[config.mk]
export PLATFORM = sky130hd
export DESIGN_NAME = line_pin_ctrl
export DESIGN_NICKNAME = d
export VERILOG_FILES = /design/src/rtl/line_pin_pkg.sv /design/src/rtl/line_pin_debounce.sv /design/src/rtl/line_pin_ctl.sv /design/src/rtl/line_pin_dp.sv /design/src/rtl/line_pin_ctrl.sv
export SDC_FILE = /design/constraint.sdc
export NUM_CORES = 1
export LEC_CHECK = 0
export BUFFER_PORTS_ARGS = -buffer_cell sky130_fd_sc_hd__buf_2
export CORE_MARGIN = 4
export CORE_UTILIZATION = 45
export CTS_CLUSTER_DIAMETER = 40
export DETAILED_ROUTE_END_ITERATION = 8
export GPL_TIMING_DRIVEN = 0
export PLACE_DENSITY = 0.73
export RECOVER_POWER = 50
export SYNTH_ARGS = -nofsm -noshare
export SYNTH_HDL_FRONTEND = slang
export SYNTH_HIERARCHICAL = 1
export SYNTH_SLANG_ARGS = --single-unit
[constraint.sdc]
create_clock -name clk -period 5 [get_ports clk]
set_input_delay 0.75 -clock clk [delete_from_list [all_inputs] [get_ports clk]]
set_output_delay 0.75 -clock clk [all_outputs]
set_load 0.03 [all_outputs]
[src/rtl/line_pin_pkg.sv]
package line_pin_pkg;
  localparam int NUM_CH = 4;
  localparam int NUM_SB = 3;
  localparam int DATA_W = 8;
  localparam int ADDR_W = 3;
  localparam int CH_W   = $clog2(NUM_CH);

  localparam logic [ADDR_W-1:0] ADDR_STAT  = 3'd0;
  localparam logic [ADDR_W-1:0] ADDR_SB1   = 3'd1;
  localparam logic [ADDR_W-1:0] ADDR_LOCAL = 3'd4;

  // bit positions inside the local view
  localparam int LOC_SI1 = 0;
  localparam int LOC_SI2 = 1;
  localparam int LOC_SB0 = 2;
  localparam int LOC_SO1 = 5;
  localparam int LOC_SO2 = 6;

  typedef struct packed {
    logic              statSel;
    logic [NUM_SB-1:0] sbSel;
    logic [NUM_SB-1:0] sbWr;
    logic              locSel;
    logic              locWr;
    logic [NUM_CH-1:0] chanHot;
  } strobe_t;
endpackage

[src/rtl/line_pin_debounce.sv]
module line_pin_debounce #(
  parameter int DEB_LEN = 8
) (
  input  logic clk,
  input  logic rstN,
  input  logic tick,
  input  logic rawIn,
  output logic filtOut
);
  logic [DEB_LEN-1:0] shiftQ;
  logic [DEB_LEN-1:0] shiftNext;

  assign shiftNext = {shiftQ[DEB_LEN-2:0], rawIn};

  always_ff @(posedge clk or negedge rstN) begin
    if (!rstN) begin
      shiftQ  <= '0;
      filtOut <= 1'b0;
    end else if (tick) begin
      shiftQ <= shiftNext;
      if (&shiftNext)
        filtOut <= 1'b1;
      else if (~|shiftNext)
        filtOut <= 1'b0;
    end
  end
endmodule

[src/rtl/line_pin_ctl.sv]
module line_pin_ctl
  import line_pin_pkg::*;
(
  input  logic              regWrEn,
  input  logic [ADDR_W-1:0] regAddr,
  input  logic [CH_W-1:0]   chanSel,
  output strobe_t           strb
);
  always_comb begin
    strb         = '0;
    strb.statSel = (regAddr == ADDR_STAT);
    strb.locSel  = (regAddr == ADDR_LOCAL);
    strb.locWr   = regWrEn && strb.locSel;
    for (int p = 0; p < NUM_SB; p++) begin
      strb.sbSel[p] = (regAddr == ADDR_W'(int'(ADDR_SB1) + p));
      strb.sbWr[p]  = regWrEn && strb.sbSel[p];
    end
    for (int c = 0; c < NUM_CH; c++)
      strb.chanHot[c] = (chanSel == CH_W'(c));
  end
endmodule

[src/rtl/line_pin_dp.sv]
module line_pin_dp
  import line_pin_pkg::*;
#(
  parameter int DEB_LEN = 8
) (
  input  logic                     clk,
  input  logic                     rstN,
  input  logic                     sampleTick,
  input  strobe_t                  strb,
  input  logic [DATA_W-1:0]        wrData,
  input  logic [CH_W-1:0]          chanSel,
  input  logic [NUM_CH-1:0]        siIn1,
  input  logic [NUM_CH-1:0]        siIn2,
  input  logic [NUM_SB*NUM_CH-1:0] sbIn,
  output logic [DATA_W-1:0]        rdData,
  output logic [NUM_SB*NUM_CH-1:0] sbOut,
  output logic [NUM_SB*NUM_CH-1:0] sbOe,
  output logic [NUM_CH-1:0]        so1Out,
  output logic [NUM_CH-1:0]        so2Out,
  output logic [NUM_CH-1:0]        siFilt1,
  output logic [NUM_CH-1:0]        siFilt2
);
  logic [NUM_SB-1:0][NUM_CH-1:0] sbDirQ;
  logic [NUM_SB-1:0][NUM_CH-1:0] sbLatQ;
  logic [NUM_SB-1:0][NUM_CH-1:0] sbLevel;
  logic [NUM_CH-1:0]             so1Q;
  logic [NUM_CH-1:0]             so2Q;

  // status input filters, one pair per channel
  for (genvar c = 0; c < NUM_CH; c++) begin : g_filt
    line_pin_debounce #(.DEB_LEN(DEB_LEN)) i_deb1 (
      .clk(clk), .rstN(rstN), .tick(sampleTick),
      .rawIn(siIn1[c]), .filtOut(siFilt1[c])
    );
    line_pin_debounce #(.DEB_LEN(DEB_LEN)) i_deb2 (
      .clk(clk), .rstN(rstN), .tick(sampleTick),
      .rawIn(siIn2[c]), .filtOut(siFilt2[c])
    );
  end

  // bidirectional pin state, written only by the global registers
  always_ff @(posedge clk or negedge rstN) begin
    if (!rstN) begin
      sbDirQ <= '0;
      sbLatQ <= '0;
    end else begin
      for (int p = 0; p < NUM_SB; p++) begin
        if (strb.sbWr[p]) begin
          sbDirQ[p] <= wrData[NUM_CH +: NUM_CH];
          sbLatQ[p] <= wrData[0 +: NUM_CH];
        end
      end
    end
  end

  // dedicated output latches, written only by the local register
  always_ff @(posedge clk or negedge rstN) begin
    if (!rstN) begin
      so1Q <= '0;
      so2Q <= '0;
    end else if (strb.locWr) begin
      for (int c = 0; c < NUM_CH; c++) begin
        if (strb.chanHot[c]) begin
          so1Q[c] <= wrData[LOC_SO1];
          so2Q[c] <= wrData[LOC_SO2];
        end
      end
    end
  end

  for (genvar p = 0; p < NUM_SB; p++) begin : g_level
    for (genvar c = 0; c < NUM_CH; c++) begin : g_ch
      assign sbLevel[p][c] = sbDirQ[p][c] ? sbLatQ[p][c] : sbIn[p*NUM_CH + c];
    end
  end

  always_comb begin
    rdData = '0;
    if (strb.statSel)
      rdData = DATA_W'({siFilt2, siFilt1});
    for (int p = 0; p < NUM_SB; p++) begin
      if (strb.sbSel[p])
        rdData = DATA_W'({sbDirQ[p], sbLevel[p]});
    end
    if (strb.locSel) begin
      rdData[LOC_SI1] = siFilt1[chanSel];
      rdData[LOC_SI2] = siFilt2[chanSel];
      for (int p = 0; p < NUM_SB; p++)
        rdData[LOC_SB0 + p] = sbLevel[p][chanSel];
      rdData[LOC_SO1] = so1Q[chanSel];
      rdData[LOC_SO2] = so2Q[chanSel];
    end
  end

  assign sbOe   = sbDirQ;
  assign sbOut  = sbLatQ;
  assign so1Out = so1Q;
  assign so2Out = so2Q;
endmodule

[src/rtl/line_pin_ctrl.sv]
module line_pin_ctrl
  import line_pin_pkg::*;
#(
  parameter int DEB_LEN = 8
) (
  input  logic                     clk,
  input  logic                     rstN,
  input  logic                     sampleTick,
  input  logic                     regWrEn,
  input  logic [ADDR_W-1:0]        regAddr,
  input  logic [DATA_W-1:0]        regWrData,
  input  logic [CH_W-1:0]          chanSel,
  output logic [DATA_W-1:0]        regRdData,
  input  logic [NUM_CH-1:0]        siIn1,
  input  logic [NUM_CH-1:0]        siIn2,
  input  logic [NUM_SB*NUM_CH-1:0] sbIn,
  output logic [NUM_SB*NUM_CH-1:0] sbOut,
  output logic [NUM_SB*NUM_CH-1:0] sbOe,
  output logic [NUM_CH-1:0]        so1Out,
  output logic [NUM_CH-1:0]        so2Out
);
  strobe_t           strb;
  logic [NUM_CH-1:0] siFilt1;
  logic [NUM_CH-1:0] siFilt2;

  line_pin_ctl i_ctl (
    .regWrEn(regWrEn), .regAddr(regAddr), .chanSel(chanSel), .strb(strb)
  );

  line_pin_dp #(.DEB_LEN(DEB_LEN)) i_dp (
    .clk(clk), .rstN(rstN), .sampleTick(sampleTick), .strb(strb),
    .wrData(regWrData), .chanSel(chanSel), .siIn1(siIn1), .siIn2(siIn2),
    .sbIn(sbIn), .rdData(regRdData), .sbOut(sbOut), .sbOe(sbOe),
    .so1Out(so1Out), .so2Out(so2Out), .siFilt1(siFilt1), .siFilt2(siFilt2)
  );
endmodule

After elaboration in Yosys (flattened, before gate mapping) --
Cells that the tools add are included.
Operators by class: eq/ne operators 15, $lt $le $gt $ge 1, reductions and logical operators 34, muxes and demuxes 47
Operator list (number):
- 8-bit AND reduction | 8
- 8-bit OR reduction | 8
- 1-bit two-way mux | 35
- 8-bit two-way mux | 4
- 2-bit AND reduction | 12
- 2-bit inequality test (second input constant) | 8
- 1-bit binary-select mux with 2-bit select | 7
- 7-bit two-way mux | 1
- 3-bit by 2-bit equality test with 1-bit output (second input constant) | 2
- 2-bit equality test (second input constant) | 2
- 1-bit logical AND | 4
- 3-bit by 1-bit equality test with 1-bit output (second input constant) | 1
- 3-bit equality test (second input constant) | 1
- 3-bit zero test | 1
- 2-bit by 3-bit less-than comparator with 1-bit output (second input constant) | 1
- 2-bit by 1-bit equality test with 1-bit output (second input constant) | 1
- 2-bit zero test | 1
Word-level totals: output and inout port bits 40, register bits after elaboration 96, logic and storage cells 127

Longest topological paths before layout --
Gate-level depths: netlist of run 1.
depth after elaboration 6, depth in mapped cells 7, depth with buffers taken out 5

Hierarchy --
Netlist of run 1, hierarchy kept.
By module, submodules not included:
- line_pin_debounce | area each 335.3 µm², seq. area each 200.2 µm², cells each 25, times used 8
- line_pin_dp | area each 1769.2 µm², seq. area each 800.8 µm², cells each 138, times used 1
- line_pin_ctl | area each 108.9 µm², seq. area each 0.0 µm², cells each 13, times used 1

Worst setup path after synthesis of run 1 --
No wires, ideal clock.
kind input port to output port, from input port regAddr[2], to output port regRdData[3], path buffers 1, cell stages on the path 5, setup slack 1847 ps, data required time 4250 ps, arrival 2403 ps, path through nor3b_1 -> clkbuf_1 -> a221oi_1 -> a211oi_1 -> a2bb2oi_1
Between the ends: cells in the longest elaborated chain, start to end 6
RTL lines:
- start: declaration | line line_pin_ctrl.sv:10 | input logic [ADDR_W-1:0] regAddr,
- 3-bit zero test | line line_pin_ctl.sv:11 | strb.statSel = (regAddr == ADDR_STAT);
- 8-bit two-way mux | line line_pin_dp.sv:79 | if (strb.statSel)
- 8-bit two-way mux (3 in a row) | line line_pin_dp.sv:82 | if (strb.sbSel[p])
- 7-bit two-way mux * | line line_pin_dp.sv:85 | if (strb.locSel) begin
- end: declaration | line line_pin_ctrl.sv:13 | output logic [DATA_W-1:0] regRdData,
Mark *: on every way between the ends. The rest lies on a longest branch, timed or not.

==> results of run 1 <==
worst paths after layout:
| kind | start | depth (start not counted) | slack [ns] | end |
|---|---|---|---|---|
| worst max-delay path | regAddr[1] | 7 | 1.43 | regRdData[3] |
| worst min-delay path | i_dp/g_filt[1].i_deb2/filtOut | 1 | 0.51 | i_dp/g_filt[1].i_deb2/filtOut |
| worst max register to register | i_dp/g_filt[3].i_deb2/shiftQ[3] | 3 | 3.84 | i_dp/g_filt[3].i_deb2/filtOut |
| worst min register to register | i_dp/g_filt[1].i_deb2/filtOut | 1 | 0.51 | i_dp/g_filt[1].i_deb2/filtOut |
| max in group asynchronous | rstN | 1 | 2.31 | i_dp/sbOe[4] |
| min in group asynchronous | rstN | 1 | 1.21 | i_dp/g_filt[3].i_deb2/shiftQ[1] |
power breakdown:
group | leakage (nW) | total (mW) | switching (mW) | internal, mW
Sequential | 1.18 | 1.08 | 0.156 | 0.929
Combinational | 1.11 | 0.536 | 0.290 | 0.246
Clock | 0.0841 | 0.447 | 0.256 | 0.191
metrics by stage:
stage | setup slack [ns] | cell area [µm²] | utilization | hold slack, ns
floorplan | 1.847 | 4561 | - | 0.4544
global placement | 1.465 | 5102 | 0.5196 | 0.4922
detailed placement | 1.488 | 5132 | 0.5227 | 0.4965
CTS | 1.501 | 5304 | 0.5401 | 0.4249
global route | 1.216 | 5290 | 0.5387 | 0.5490
finish | 1.434 | 5290 | 0.5387 | 0.5100
worst reg2reg max path: cells and delay by family, from the launching register on:
family             cells  cell delay [ns]
AOI/OAI and AO/OA      1             0.20
DFF                    1             0.42
and+or+nand+nor        2             0.42
registers in the layout, summed over array words and instances, names as in the netlist:
| name | count |
|---|---|
| i_dp/g_filt.i_deb1/shiftQ | 28 |
| i_dp/g_filt.i_deb2/shiftQ | 28 |
| i_dp/sbOe | 12 |
| i_dp/sbOut | 12 |
| i_dp/g_filt.i_deb1/filtOut | 4 |
| i_dp/g_filt.i_deb2/filtOut | 4 |
| i_dp/so1Out | 4 |
| i_dp/so2Out | 4 |
metal layers:
metal / share of wire / global-route usage / wire (µm)
met4: 0.025 / 0.07484 / 254
met5: 0 / 0 / 0
met3: 0.055 / 0.03316 / 549
met1: 0.45 / 0.2369 / 4494
met2: 0.47 / 0.2736 / 4741
cell families after synthesis:
family,Yosys count
multiplexers,96
flip-flops,96
AND/OR/NAND/NOR,80
AO/OA/AOI/OAI,49
buffers and inverters,30
synth_stat cells (all sizes together):
library cell,n
a211o,2
a211oi,4
a21o,8
a21oi,5
a221o,1
a221oi,8
a2bb2oi,2
and2,1
and3b,1
and4b,1
and4bb,3
buf,12
clkbuf,5
dfrtp,96
inv,13
mux2,81
mux2i,8
mux4,7
nand2,16
nand3,8
nand4,8
nand4b,8
nor2,2
nor2b,4
nor3,17
nor3b,3
nor4,8
o21ai,15
o22a,3
o31ai,1
cell type report:
class                      instances  area [µm²]
fill                             900        4529
sequential                        96        2402
multi-input combinational        225        2029
timing repair buffer              76       401.6
tap                              133       166.4
clock buffer                      10       137.6
buffer                            17       70.07
inverter                          13       48.80
clock inverter                     5       33.78
==> flow_summary_export.csv, run 1 <==
group,metric,value,unit
global_routing,antenna_found_initial,0,
sta,fin_skew,0.01450,ns
global_routing,grt_pass1_wl,15890,µm
global_routing,grt_max_degree,50,
power,leakagePower,2.373,nW
power,ir_drop,161.1,µV
sta,clock.fmax,280.4,MHz
layout,layout_common_cells,"dfrtp_1, mux2_2, buf_2, nor3_1, nand2_1",
sta,fin_tns_setup,0,ns
sta,fin_crit_sh,0.7132,
place,place_congestion,0.8747,
sta,slew_headroom,-0.7350,
layout,layout_commonest_cell,"dfrtp_1",
synth,syn_nets,388,
synth,synth_xor_area_frac,0,
drt,drcViolationCount,0,
global_routing,grt_pass1_vias,3123,
drt,routed_wl,10040,µm
drt,routedWlPerCell,17.46,µm
floorplanning,pin_count,77,
layout,fin_nets,475,
synth,syn_avg_cell_area,12.99,µm²
drt,first_pass_iters,4,
layout,area_growth,15.99,%
sta,setup_viol,0,
floorplanning,die-width,108.7,µm
power,totalPowerFinal,2.068,mW
floorplanning,die_y,108.7,µm
sta,rsz0062_at_grt,"no",
clock_network,cts.sinks,96,
synth,synth_top_area_frac,0.5267,
synth,synthTopCellsByArea,"dfrtp_1, mux2_2, mux4_2",
synth,synth_cell_types,34,
sta,slew_viol_final,48,
critical_path,cp_num_buf_inv,3,
job,cap_violations,1,
synth,synth-compound-area-share,0.07435,
clock_network,clock_latency,0.35,ns
clock_network,htree_levels,3,
place,portBuffers,75,
drt,ant_nets,0,
synth,yosysTopAreaCell,"dfrtp_1",
critical_path,cpPeakStageDelay,0.70,ns
synth,synthCells,351,
clock_network,cts.clk_slew.worst_paths,0.08,ns
sta,post-route-min-period,3.566,ns
critical_path,crit_path_max_fanout,10,
outcome,violations,"max-capacitance violations, max-slew violations",
worst_hold_path,hold_class,"reg -> reg",
power,power_density,390.9,nW/µm²
sta,hold_violations,0,
critical_path,cp-end-kind,"output port",
synth,synth_top_family_by_area,"multiplexers",
layout,diodes,0,
critical_path,slowest_stage,"nor3b_1",
layout,final_cells,575,
synth,yosys_warnings,6,
critical_path,required,4.25,ns
global_routing,grtUsageTotal,0.1741,
floorplanning,core_area,9819,µm²
synth,synthSimpleGateAreaFrac,0.1152,
outcome,status,"complete, but fails checks",
sta,worst_slew_pin_slew,2.603,ns
synth,syn-cell-area,4561,µm²
clock_network,post_cts_buffers,0,
critical_path,cp_cell_sequence,"buf_2 -> nor3b_1 -> clkbuf_1 -> a221oi_1 -> a211oi_1 -> a2bb2oi_1 -> buf_2",
place,hpwl,7621,µm
global_routing,grt-ovfl-total,0,
critical_path,arrival,2.82,ns
clock_network,root_buffer,"clkbuf_8",
clock_network,clk_path_buf_depth,2,
critical_path,critPathKind,"in -> out",
drt,dr_total_vias,3158,
critical_path,critPathMostFrequentCell,"buf_2",
clock_network,hold_buffers,0,
critical_path,cp-start-kind,"input port",
clock_network,cts_tree,"done",
drt,vias_per_cell,5.492,
synth,synth_seq_cells,96,
synth,yosysSeqAreaShare,0.5267,
floorplanning,start_util,0.4644,
clock_network,postCtsResizedCells,0,
layout,drive_gt1_frac,0.4367,
drt,drt_iter0_drc,111,
floorplanning,dieArea,11810,µm²
floorplanning,row_count,36,
clock_network,numCtsBuffers,9,
place,dp_cells,560,
synth,synth.area.mux_share,0.2554,
synth,synthAdderAreaFrac,0,
critical_path,critPathTopFamily,"buffers and inverters",
Note: power is estimated with default switching activity, not from simulation.
==> run 2: changes to the inputs <==
PLACE_DENSITY = 0.76   (was 0.73)
clock period = 3.05 ns   (was 5 ns; I/O delays follow)
==> run 2 against run 1 <==
Global-route usage is 0.35 points higher. Critical endpoint unchanged. Sequential cell count did not move. Largest power group unchanged. Highest routed layer unchanged. Critical path type unchanged. The run still ends with max-capacitance violations, max-slew violations left. Sequential power rose by 63%. Wire length barely moved. Hold slack lost 0.16 ns.
==> flow_summary_export.csv, run 2 (same netlist as run 1, synthesis figures left out) <==
group,metric,value,unit
critical_path,cp-end-kind,"output port",
sta,clock.fmax,358.4,MHz
clock_network,post_cts_buffers,0,
sta,setup_viol,0,
sta,worst_slew_pin_slew,1.522,ns
power,clockPowerShare,0.256,
drt,routedWlPerCell,17.41,µm
drt,dr_total_vias,3248,
drt,drt_iter0_drc,159,
clock_network,root_buffer,"clkbuf_8",
power,p_sw,1.162,mW
place,portBuffers,75,
critical_path,r2r_start,"i_dp/g_filt[0].i_deb1/shiftQ[3]",
sta,slew_viol_final,27,
floorplanning,start_util,0.4644,
job,cap_violations,1,
floorplanning,dieArea,11810,µm²
critical_path,r2r_cells,3,
power,swShare,0.3279,
global_routing,grt_max_degree,71,
floorplanning,die_y,108.7,µm
clock_network,cts_tree,"done",
floorplanning,row_count,36,
global_routing,grt-ovfl-total,0,
power,combPwrFrac,0.246,
global_routing,grt_pass1_vias,3261,
sta,fin_ws,0.2600,ns
drt,routed_wl,10050,µm
global_routing,grtUsageTotal,0.1775,
sta,hold_violations,0,
layout,area_growth,16.46,%
clock_network,htree_levels,3,
layout,layout_commonest_cell,"dfrtp_1",
place,hpwl,7530,µm
floorplanning,core_area,9819,µm²
power,power.internal,2.381,mW
layout,layout_common_cells,"dfrtp_1, buf_2, mux2_2, nor3_1, nand2_1",
global_routing,grt_pass1_wl,16190,µm
critical_path,crit_end,"regRdData[3]",
clock_network,cts.clk_slew.worst_paths,0.09,ns
sta,rsz0062_at_grt,"no",
sta,fin_crit_sh,0.9147,
critical_path,critPathKind,"in -> out",
layout,num-fill-cells,868,
clock_network,numCtsBuffers,9,
outcome,violations,"max-capacitance violations, max-slew violations",
floorplanning,die-width,108.7,µm
power,power_density,667.0,nW/µm²
power,leakagePower,2.420,nW
place,place_congestion,0.9106,
layout,drive_gt1_frac,0.4347,
layout,largestRegisters,"i_dp/g_filt.i_deb1/shiftQ: 28 flops, i_dp/g_filt.i_deb2/shiftQ: 28 flops",
place,pre_cts_slack,0.1227,ns
layout,diodes,0,
floorplanning,pin_count,77,
sta,slew_headroom,-0.01448,
clock_network,clk_path_buf_depth,2,
sta,fin_tns_setup,0,ns
critical_path,crit_path_max_fanout,10,
power,p_seq_frac,0.498,
critical_path,r2r_slack,1.85,ns
power,ir_drop,326.4,µV
critical_path,arrival,2.33,ns
layout,multi_input_area,1984,µm²
layout,fin_util,0.5409,
drt,first_pass_iters,5,
layout,fin_nets,476,
sta,post-route-min-period,2.790,ns
sta,fin_skew,0.007166,ns
critical_path,crit_start,"regAddr[0]",
drt,vias_per_cell,5.629,
clock_network,cts.sinks,96,
worst_hold_path,hold_class,"in -> reg",
layout,ff_latch_area,2402,µm²
drt,ant_nets,0,
clock_network,clock_latency,0.36,ns
global_routing,antenna_found_initial,0,
drt,drcViolationCount,0,
critical_path,timing.rr.end,"i_dp/g_filt[0].i_deb1/filtOut",
sta,timing.hold.ws,0.3467,ns
critical_path,cp-start-kind,"input port",
critical_path,required,2.59,ns
outcome,status,"complete, but fails checks",
==> run 2: metrics by stage <==
stage / power (mW) / instance area (µm²) / cells
after floorplan: 2.369 / 4561 / 351
after global placement: 2.640 / 5102 / 559
after detailed placement: 2.692 / 5132 / 560
after CTS: 3.601 / 5361 / 577
after global routing: 3.732 / 5311 / 577
final: 3.543 / 5311 / 577
==> run 2: layer usage <==
| layer | share of wire | track usage |
|---|---|---|
| met5 | 0 | 0 |
| met4 | 0.016 | 0.05681 |
| met3 | 0.072 | 0.04322 |
| met2 | 0.49 | 0.2877 |
| met1 | 0.42 | 0.2363 |
==> run 2: worst max-delay path: stages <==
cell	delay (ns)
clkbuf_1	0.16
nor3b_2	0.48
clkbuf_1	0.44
a221oi_1	0.11
a211oi_1	0.25
a2bb2oi_1	0.21
buf_2	0.23
==> run 2: cell type report <==
cell class,instances,area share
plain buffers,17,0.01508
clock buffers,9,0.02332
clock inverters,7,0.01790
inverters,13,0.009187
multi-input cells,225,0.3736
flip-flops and latches,96,0.4523
well taps,133,0.03133
repair buffers,77,0.07727
==> run 2: how the worst min path moves through the flow <==
stage / startpoint / end / slack [ns] / cells past startpoint
2_1_floorplan: rstN / i_dp/g_filt[0].i_deb1/filtOut / 0.16 / 0
3_3_place_gp: i_dp/g_filt[2].i_deb1/shiftQ[1] / i_dp/g_filt[2].i_deb1/shiftQ[2] / 0.50 / 2
3_5_place_dp: rstN / i_dp/sbOut[11] / 0.40 / 1
4_1_cts: regWrData[7] / i_dp/sbOe[7] / 0.33 / 2
5_1_grt: regWrData[7] / i_dp/sbOe[7] / 0.33 / 2
6_report: regWrData[7] / i_dp/sbOe[7] / 0.35 / 2
==> run 2: timing repair <==
item	in CTS	in global routing
endpoints found under the hold margin	4	0
hold buffers	1	0
resized for setup	0	1
setup endpoints to repair	0	3
==> run 2: power groups by stage <==
stage	Clock, mW	Sequential [mW]	Combinational (mW)
global placement	0	1.78	0.856
finish	0.905	1.76	0.873
CTS	0.931	1.78	0.890
floorplan	0	1.92	0.448
detailed placement	0	1.80	0.888
global route	0.985	1.80	0.942
==> run 3: changes to the inputs <==
GPL_TIMING_DRIVEN = not set   (was 0)
==> run 3 against run 2 <==
The run still ends with max-capacitance violations, max-slew violations left. Non-clock buffer count shrank 12. Clock power shrank 15%. Highest routed layer unchanged. Critical path depth is the same. Sequential cell count is the same. Sequential power is essentially flat. Via count shrank 1.6%.
==> flow_summary_export.csv, run 3 (same netlist as run 1, synthesis figures left out) <==
group,metric,value,unit
worst_hold_path,hold_start,"regWrData[3]",
sta,hold_violations,0,
sta,rsz0062_at_grt,"no",
sta,fin_tns_setup,0,ns
place,portBuffers,76,
clock_network,root_buffer,"clkbuf_8",
layout,layout_common_cells,"dfrtp_1, mux2_2, buf_2, nor3_1, nand2_1",
sta,post-route-min-period,2.652,ns
layout,area_growth,15.03,%
sta,fin_skew,0.007457,ns
power,power_density,653.5,nW/µm²
job,cap_violations,1,
floorplanning,pin_count,77,
sta,slew_viol_final,73,
global_routing,antenna_found_initial,0,
clock_network,htree_levels,3,
sta,slew_headroom,-0.01628,
layout,fin_util,0.5343,
critical_path,critPathKind,"in -> out",
worst_hold_path,holdPathStages,2,
worst_hold_path,hold_class,"in -> reg",
sta,setup_viol,0,
drt,vias_per_cell,5.657,
global_routing,grt_pass1_wl,16210,µm
global_routing,grtUsageTotal,0.1772,
clock_network,postCtsResizedCells,0,
critical_path,critPathMostFrequentCell,"buf_2",
critical_path,timing.rr.end,"i_dp/g_filt[3].i_deb2/filtOut",
layout,fin_nets,464,
floorplanning,die_y,108.7,µm
power,ir_drop,316.1,µV
floorplanning,dieArea,11810,µm²
critical_path,cpPeakStageDelay,0.52,ns
clock_network,post_cts_buffers,0,
clock_network,hold_buffers,0,
critical_path,required,2.59,ns
critical_path,arrival,2.19,ns
critical_path,cp-end-kind,"output port",
drt,routed_wl,9929,µm
critical_path,cp_cell_sequence,"buf_2 -> nor3_1 -> nor2b_1 -> a221oi_1 -> a211o_1 -> a21oi_1 -> buf_2",
clock_network,clock_latency,0.35,ns
drt,drcViolationCount,0,
worst_hold_path,hold_end,"i_dp/sbOut[7]",
sta,fin_ws,0.3983,ns
outcome,status,"complete, but fails checks",
layout,final_cells,565,
drt,dr_total_vias,3196,
global_routing,grt_pass1_vias,3149,
layout,drive_gt1_frac,0.4444,
clock_network,cts.clk_slew.worst_paths,0.10,ns
place,hpwl,7347,µm
sta,fin_crit_sh,0.8694,
sta,worst_slew_pin_slew,1.524,ns
layout,layout_commonest_cell,"dfrtp_1",
place,place_congestion,0.8861,
critical_path,slowest_stage,"nor2b_1",
critical_path,crit_path_max_fanout,9,
place,dp_cells,549,
drt,drt_iter0_drc,216,
outcome,violations,"max-capacitance violations, max-slew violations",
floorplanning,die-width,108.7,µm
clock_network,cts_tree,"done",
clock_network,cts.sinks,96,
critical_path,cp-start-kind,"input port",
layout,diodes,0,
critical_path,r2r_start,"i_dp/g_filt[3].i_deb2/shiftQ[3]",
layout,largestRegisters,"i_dp/g_filt.i_deb1/shiftQ: 28 flops, i_dp/g_filt.i_deb2/shiftQ: 28 flops",
floorplanning,start_util,0.4644,
drt,ant_nets,0,
power,leakagePower,2.375,nW
global_routing,grt_max_degree,73,
clock_network,numCtsBuffers,9,
critical_path,r2r_cells,3,
place,pre_cts_slack,0.4715,ns
floorplanning,row_count,36,
sta,clock.fmax,377.1,MHz
drt,first_pass_iters,4,
drt,routedWlPerCell,17.57,µm
global_routing,grt-ovfl-total,0,
clock_network,clk_path_buf_depth,2,
floorplanning,core_area,9819,µm²
critical_path,r2r_slack,1.86,ns
==> run 3: final cells by class <==
type / count / area [µm²]
Clock buffer: 9 / 123.9
Clock inverter: 7 / 62.56
Inverter: 13 / 48.80
Multi-Input combinational cell: 225 / 2028
Timing Repair Buffer: 82 / 414.1
Tap cell: 133 / 166.4
Fill cell: 881 / 4573
Sequential cell: 96 / 2402
==> run 3: power breakdown <==
part	internal [mW]	total [mW]	switching, mW
Combinational	0.400	0.873	0.473
Clock	0.314	0.773	0.459
Sequential	1.52	1.78	0.261
Total	2.24	3.43	1.19
==> run 3: worst max-delay path by stage <==
stage,start,end,slack [ns],cells after the start
after global routing,regAddr[0],regRdData[3],0.21,7
after global placement,regAddr[2],regRdData[6],0.50,7
after floorplan,regAddr[2],regRdData[3],0.48,5
final,regAddr[2],regRdData[5],0.40,7
after CTS,regAddr[2],regRdData[6],0.46,7
after detailed placement,regAddr[2],regRdData[6],0.47,7
==> run 3: routing by layer <==
layer  GRT usage  wire, µm
met2      0.2793      4809
met3     0.03730       678
met1      0.2493      4302
met4     0.05050       138
met5           0         0
==> run 3: metrics by stage <==
stage / hold WS [ns] / cell area, µm² / power, mW
finish: 0.3496 / 5246 / 3.429
global route: 0.3354 / 5246 / 3.634
CTS: 0.1321 / 5261 / 3.464
detailed placement: 0.5102 / 5075 / 2.687
global placement: 0.4978 / 5075 / 2.646
floorplan: 0.1619 / 4561 / 2.369
==> run 3: critical path, delay by kind of cell <==
family | cells | cell delay (ns)
buffers and inverters | 2 | 0.38
AND/OR/NAND/NOR | 2 | 0.68
AO/OA/AOI/OAI | 3 | 0.68
